<file path="src/rtl/fsk_pkg.sv">
package fsk_pkg;
  typedef enum logic [1:0] {
    CLS_HI  = 2'd0,
    CLS_LO  = 2'd1,
    CLS_BAD = 2'd2
  } tone_cls_e;
endpackage

</file>
<file path="src/rtl/fsk_edge_filter.sv">
module fsk_edge_filter #(
  parameter int DEGLITCH = 20
) (
  input  logic clk_i,
  input  logic rst_ni,
  input  logic tick_i,
  input  logic cmp_i,
  output logic edge_o
);
  localparam int DG_W = $clog2(DEGLITCH + 1);
  localparam logic [DG_W-1:0] DG_LAST = DG_W'(DEGLITCH - 1);

  logic [1:0]      sync_q;
  logic            level_q;
  logic [DG_W-1:0] dg_q;

  always_ff @(posedge clk_i or negedge rst_ni) begin
    if (!rst_ni) begin
      sync_q  <= '0;
      level_q <= 1'b0;
      dg_q    <= '0;
      edge_o  <= 1'b0;
    end else begin
      sync_q <= {sync_q[0], cmp_i};
      edge_o <= 1'b0;
      if (sync_q[1] == level_q) begin
        dg_q <= '0;
      end else if (tick_i) begin
        // new level must hold for DEGLITCH ticks
        if (dg_q == DG_LAST) begin
          level_q <= sync_q[1];
          dg_q    <= '0;
          edge_o  <= 1'b1;
        end else begin
          dg_q <= dg_q + 1'b1;
        end
      end
    end
  end
endmodule

</file>
<file path="src/rtl/fsk_interval_timer.sv">
module fsk_interval_timer #(
  parameter int TIMEOUT = 1000,
  parameter int CNT_W   = $clog2(TIMEOUT + 1)
) (
  input  logic             clk_i,
  input  logic             rst_ni,
  input  logic             tick_i,
  input  logic             edge_i,
  output logic             meas_vld_o,
  output logic [CNT_W-1:0] meas_o,
  output logic             idle_o
);
  localparam logic [CNT_W-1:0] T_MAX = CNT_W'(TIMEOUT);

  logic [CNT_W-1:0] cnt_q;

  always_ff @(posedge clk_i or negedge rst_ni) begin
    if (!rst_ni) begin
      cnt_q      <= T_MAX;  // start idle: first crossing measures as too long
      meas_vld_o <= 1'b0;
      meas_o     <= '0;
    end else begin
      meas_vld_o <= 1'b0;
      if (edge_i) begin
        meas_o     <= cnt_q;
        meas_vld_o <= 1'b1;
        cnt_q      <= '0;
      end else if (tick_i && cnt_q != T_MAX) begin
        cnt_q <= cnt_q + 1'b1;
      end
    end
  end

  assign idle_o = (cnt_q == T_MAX);
endmodule

</file>
<file path="src/rtl/fsk_classifier.sv">
module fsk_classifier
  import fsk_pkg::*;
#(
  parameter int CNT_W  = 10,
  parameter int HI_MIN = 110,
  parameter int HI_MAX = 160,
  parameter int LO_MIN = 180,
  parameter int LO_MAX = 240,
  parameter int SPLIT  = 173
) (
  input  logic [CNT_W-1:0] meas_i,
  output tone_cls_e        cls_o
);
  localparam logic [CNT_W-1:0] HI_A = CNT_W'(HI_MIN);
  localparam logic [CNT_W-1:0] HI_B = CNT_W'(HI_MAX);
  localparam logic [CNT_W-1:0] LO_A = CNT_W'(LO_MIN);
  localparam logic [CNT_W-1:0] LO_B = CNT_W'(LO_MAX);
  localparam logic [CNT_W-1:0] SPL  = CNT_W'(SPLIT);

  logic is_short, in_hi, in_lo;

  always_comb begin
    is_short = meas_i < SPL;
    in_hi    = is_short  && meas_i >= HI_A && meas_i <= HI_B;
    in_lo    = !is_short && meas_i >= LO_A && meas_i <= LO_B;
    if (in_hi)      cls_o = CLS_HI;
    else if (in_lo) cls_o = CLS_LO;
    else            cls_o = CLS_BAD;
  end
endmodule

</file>
<file path="src/rtl/fsk_lock_tracker.sv">
module fsk_lock_tracker
  import fsk_pkg::*;
#(
  parameter int SET_N = 8,
  parameter int CLR_N = 4
) (
  input  logic      clk_i,
  input  logic      rst_ni,
  input  logic      meas_vld_i,
  input  tone_cls_e cls_i,
  input  logic      idle_i,
  output logic      tone_o,
  output logic      present_o,
  output logic      valid_o
);
  localparam int GW = $clog2(SET_N + 1);
  localparam int BW = $clog2(CLR_N + 1);
  localparam logic [GW-1:0] G_MAX = GW'(SET_N);
  localparam logic [GW-1:0] G_M1  = GW'(SET_N - 1);
  localparam logic [BW-1:0] B_MAX = BW'(CLR_N);
  localparam logic [BW-1:0] B_M1  = BW'(CLR_N - 1);

  logic [GW-1:0] good_q;
  logic [BW-1:0] bad_q;

  always_ff @(posedge clk_i or negedge rst_ni) begin
    if (!rst_ni) begin
      tone_o    <= 1'b0;
      present_o <= 1'b0;
      valid_o   <= 1'b0;
      good_q    <= '0;
      bad_q     <= '0;
    end else if (idle_i) begin
      present_o <= 1'b0;
      valid_o   <= 1'b0;
      good_q    <= '0;
      bad_q     <= '0;
    end else if (meas_vld_i) begin
      present_o <= 1'b1;
      if (cls_i == CLS_BAD) begin
        good_q <= '0;
        if (bad_q != B_MAX) bad_q <= bad_q + 1'b1;
        if (bad_q >= B_M1)  valid_o <= 1'b0;
      end else begin
        tone_o <= (cls_i == CLS_HI);
        bad_q  <= '0;
        if (good_q != G_MAX) good_q <= good_q + 1'b1;
        if (good_q >= G_M1)  valid_o <= 1'b1;
      end
    end
  end
endmodule

</file>
<file path="src/rtl/fsk_tone_disc.sv">
module fsk_tone_disc
  import fsk_pkg::*;
#(
  parameter int DEGLITCH = 20,
  parameter int TIMEOUT  = 1000,
  parameter int HI_MIN   = 110,
  parameter int HI_MAX   = 160,
  parameter int LO_MIN   = 180,
  parameter int LO_MAX   = 240,
  parameter int SPLIT    = 173,
  parameter int SET_N    = 8,
  parameter int CLR_N    = 4
) (
  input  logic clk_i,
  input  logic rst_ni,
  input  logic tick_i,
  input  logic cmp_i,
  output logic tone_o,
  output logic present_o,
  output logic valid_o
);
  localparam int CNT_W = $clog2(TIMEOUT + 1);

  logic             edge_w;
  logic             meas_vld_w;
  logic [CNT_W-1:0] meas_w;
  logic             idle_w;
  tone_cls_e        cls_w;

  fsk_edge_filter #(.DEGLITCH(DEGLITCH)) u_edge (
    .clk_i  (clk_i),
    .rst_ni (rst_ni),
    .tick_i (tick_i),
    .cmp_i  (cmp_i),
    .edge_o (edge_w)
  );

  fsk_interval_timer #(.TIMEOUT(TIMEOUT), .CNT_W(CNT_W)) u_timer (
    .clk_i      (clk_i),
    .rst_ni     (rst_ni),
    .tick_i     (tick_i),
    .edge_i     (edge_w),
    .meas_vld_o (meas_vld_w),
    .meas_o     (meas_w),
    .idle_o     (idle_w)
  );

  fsk_classifier #(
    .CNT_W(CNT_W), .HI_MIN(HI_MIN), .HI_MAX(HI_MAX),
    .LO_MIN(LO_MIN), .LO_MAX(LO_MAX), .SPLIT(SPLIT)
  ) u_cls (
    .meas_i (meas_w),
    .cls_o  (cls_w)
  );

  fsk_lock_tracker #(.SET_N(SET_N), .CLR_N(CLR_N)) u_track (
    .clk_i      (clk_i),
    .rst_ni     (rst_ni),
    .meas_vld_i (meas_vld_w),
    .cls_i      (cls_w),
    .idle_i     (idle_w),
    .tone_o     (tone_o),
    .present_o  (present_o),
    .valid_o    (valid_o)
  );
endmodule

</file>
<file path="config.mk">
export PLATFORM = sky130hd
export DESIGN_NAME = fsk_tone_disc
export DESIGN_NICKNAME = d
export VERILOG_FILES = /design/src/rtl/fsk_pkg.sv /design/src/rtl/fsk_edge_filter.sv /design/src/rtl/fsk_interval_timer.sv /design/src/rtl/fsk_classifier.sv /design/src/rtl/fsk_lock_tracker.sv /design/src/rtl/fsk_tone_disc.sv
export SDC_FILE = /design/constraint.sdc
export NUM_CORES = 1
export LEC_CHECK = 0
export BUFFER_PORTS_ARGS = -buffer_cell sky130_fd_sc_hd__buf_2
export CORE_UTILIZATION = 30
export CTS_BUF_LIST = sky130_fd_sc_hd__clkbuf_16
export CTS_CLUSTER_DIAMETER = 200
export DETAILED_ROUTE_END_ITERATION = 8
export PLACE_DENSITY_LB_ADDON = 0.1
export SYNTH_ARGS = -nofsm -noshare
export SYNTH_HDL_FRONTEND = slang
export SYNTH_HIERARCHICAL = 1
export SYNTH_SLANG_ARGS = --single-unit
</file>
<file path="constraint.sdc">
create_clock -name clk_i -period 1.9 [get_ports clk_i]
set_input_delay 0.19 -clock clk_i [delete_from_list [all_inputs] [get_ports clk_i]]
set_output_delay 0.19 -clock clk_i [all_outputs]
set_load 0.005 [all_outputs]
</file>
==> results by group <==
Setup path
  – R2R depth: 6
  – Critical Path End Type: flop
  – Largest delay share family, worst path: simple AND/OR/NAND/NOR gates
  – R2r startpoint: u_timer/meas_o[0]
  – CP Max Fanout: 7
  – Worst setup SP type: flop
  – Slowest Stage Delay on Critical Path: 0.56 ns
  – Bufs and invs on worst path: 1
  – CP arrival: 2.20 ns
  – Reg-to-reg setup timing slack: -0.08 ns
  – Reg-to-Reg End: u_track/good_q[1]
  – Cell Chain, Critical Path: or4_4 > a221oi_4 > buf_6 > and2b_4 > nor3_2 > o31a_1
  – Worst endpoint required time: 2.12 ns
  – Slowest cell on crit path: or4_4
  – WS Path Type: reg2reg

Floorplanning
  – Rows: 30
  – Die Height: 86.4 um
  – Initial core utilization: 31.2%
  – Die Area: 7460 sq um
  – IO Count: 7
  – Die X: 86.4 um
  – Core area: 6830 sq um

Timing
  – Period utilization: 104%
  – Setup violators final: 8
  – Max Slew Vio Count: 0
  – Relative slew margins: 57.3%
  – Worst hold slack: 0.0143 ns
  – Max Fclk: 504 MHz
  – Setup ws final: -0.0828 ns
  – Skew final: 0.00268 ns
  – Final hold vios: 0
  – RSZ-0062 raised after global routing: true
  – Worst-margin pin slew: 0.632 ns
  – Final worst path period need: 1.98 ns

Logic synthesis
  – Mapped cell area: 2130 sq um
  – Syn_nets: 209
  – Mapped Avg Cell Area: 10.8 sq um
  – Top FF cell, synth: dfrtp_1
  – Synth Warn #: 6
  – EDFF count, synth: 0
  – Count leader, synth: dfrtp_1
  – Syn Inst Count: 197
  – Unique masters post-synth: 55
  – Synth area leader: dfrtp_1
  – Register area share after synthesis: 47.2%
  – #FFs+latches synth: 40
  – Area contributors post-synth: dfrtp_1 40%, dfstp_2 7.4%, mux2_2 5.8%
  – Synth top cells by count: 34 x dfrtp_1, 13 x a21oi_1, 13 x nor2_1
  – Post-synth ARST share: 100%
  – Top-area cell type share of the netlist area: 39.9%

Cells and area
  – # fillers: 709
  – Fin area: 2610 sq um
  – Layout net count: 237
  – Final cell count without fillers: 322
  – Share of cells above drive strength 1: 31.9%
  – Synth-to-layout area growth: 22.0%
  – Ant diodes: 0
  – Finished Core Util: 38.1%

CTS
  – Root buf cell: clkbuf_16
  – Clock slew at reported path FFs: 0.06 ns
  – Worst skew pair latency: 0.28 ns
  – Clock Tree Buf Depth: 2
  – Clk sink count: 40
  – H-tree depth: 2
  – TritonCTS Buffers: 5
  – CTS tree: yes

GRT
  – First-pass GRT wire length: 7840 um
  – Largest net degree at the start of global routing: 41
  – GRT overflow: 0
  – Met3 GRT Util: 2.67%
  – Vias in the first global route: 1667
  – GRT Overall Usage: 13.5%
  – Gr busiest metal: met2
  – Routing usage on met2: 21.7%
  – GRT met1 Usage: 17.5%
  – Antenna violations before repair: 0

Power and ir drop
  – Pwr dens: 856 nW/um^2
  – Clock group share of total power: 36.9%
  – Gate power share: 17.7%
  – Flop pwr share: 45.4%
  – Peak VDD IR: 0.497 mV
  – Switching fraction of total power: 28.7%
  – Leak: 1.12 nW
  – Switching power: 0.639 mW
  – Internal: 1.59 mW

Routing
  – Final ANT Viol Nets: 0
  – Vias per cell: 4.98
  – DRT Pass-1 Iters: 4
  – Wirelength per Cell: 13.9 um
  – Via count: 1604
  – DR iter-0 viols: 101
  – Number of remaining DRC errors: 0
  – WL final: 4470 um

Placed design
  – Placer congestion estimate: 0.770
  – Dpl cell area: 2390 sq um
  – Place WS: -0.120 ns
  – Post-DP HPWL: 3100 um
  – # port buffers: 6
  – Inst Count DP: 309

Flow run
  – Max Cap Violations: 0

Min path
  – WHS Path Cells: 1
  – Hold_sp: cmp_i
  – Min-delay worst type: in2reg
  – Worst Hold Path EP: u_edge/sync_q[0]

Outcome
  – Failing checks: setup timing
  – Status: finished with violations
## worst max-delay path by stage
stage / from / endpoint / slack (ns) / depth (start not counted)
2_1_floorplan: u_timer/meas_o[2] / u_track/good_q[3] / 0.006 / 5
3_3_place_gp: u_timer/meas_o[0] / u_track/good_q[1] / -0.05 / 6
3_5_place_dp: u_timer/meas_o[0] / u_track/good_q[1] / -0.12 / 6
4_1_cts: u_timer/meas_o[1] / u_track/good_q[1] / -0.06 / 6
5_1_grt: u_timer/meas_o[0] / u_track/good_q[0] / -0.17 / 6
6_report: u_timer/meas_o[0] / u_track/good_q[1] / -0.08 / 6
## final cells by class
cell class / count / area, sq um / area share [%]
Inverter: 12 / 45.0 / 1.73
Tap cell: 96 / 120 / 4.61
Clock buffer: 5 / 125 / 4.80
Sequential cell: 40 / 1010 / 38.7
Clock inverter: 3 / 18.8 / 0.720
Timing Repair Buffer: 26 / 186 / 7.16
Multi-Input combinational cell: 140 / 1100 / 42.3
## worst reg2reg max path, cell delays in order, from the launching register on
cell and delay [ns]:
dfrtp_1 0.37, or4_4 0.56, a221oi_4 0.33, buf_6 0.15, and2b_4 0.22, nor3_2 0.16
o31a_1 0.13
## timing repair
| item | 4_1_cts | 5_1_grt |
|---|---|---|
| setup buffers | 2 | 2 |
| resized for setup | 2 | 8 |
| hold buffers | 1 | 0 |
| pin swaps | 4 | 6 |
| endpoints found under the setup margin | 7 | 9 |
| hold endpoints to repair | 34 | 0 |
## metrics by stage
step	power, mW	setup TNS, ns
6_report	2.23	-0.382
5_1_grt	2.35	-1.10
4_1_cts	2.25	-0.169
3_5_place_dp	1.42	-0.565
3_3_place_gp	1.40	-0.166
2_1_floorplan	1.24	0
## cells in the final DEF, fill, tap and decap left out, types with 4 or more instances in the layout
cell | synthesis | final
inv_1 | 11 | 11
dfstp_2 | 6 | 6
buf_4 | 0 | 18
a21oi_1 | 13 | 12
nand4_1 | 7 | 7
o21ai_0 | 9 | 6
nor2_1 | 13 | 13
dfrtp_1 | 34 | 34
nand2b_1 | 6 | 6
clkbuf_16 | 0 | 5
ha_1 | 8 | 8
nand3_1 | 4 | 4
mux2_2 | 11 | 11
buf_2 | 3 | 6
nand2_1 | 12 | 12
## kinds of logic after synthesis
family | synth area share, %
simple gates | 22.0
buf+inv | 3.69
mux | 8.44
compound gates | 12.3
flops | 47.2
fa+ha+maj | 4.69
xor+xnor | 1.64
## power by group through the flow
stage / logic (mW) / registers (mW) / clock network (mW)
floorplan: 0.183 / 1.06 / 0
global placement: 0.380 / 1.02 / 0
detailed placement: 0.391 / 1.03 / 0
CTS: 0.395 / 1.01 / 0.841
global route: 0.441 / 1.02 / 0.886
finish: 0.394 / 1.01 / 0.824
## sequential cells by signal, indices dropped and copies added (netlist names), 2 cells and up
name,count
u_track/good_q,4
u_track/bad_q,3
u_edge/sync_q,2
u_timer/meas_o,10
u_timer/cnt_q,10
u_edge/dg_q,5
## layer usage
metal / vias to the layer above / share of wire [%]
met5: - / 0
met4: 0 / 2.2
met3: 10 / 2.1
met2: 19 / 45
met1: 799 / 51
li1: 776 / -
(Power assumes the default switching activity.)
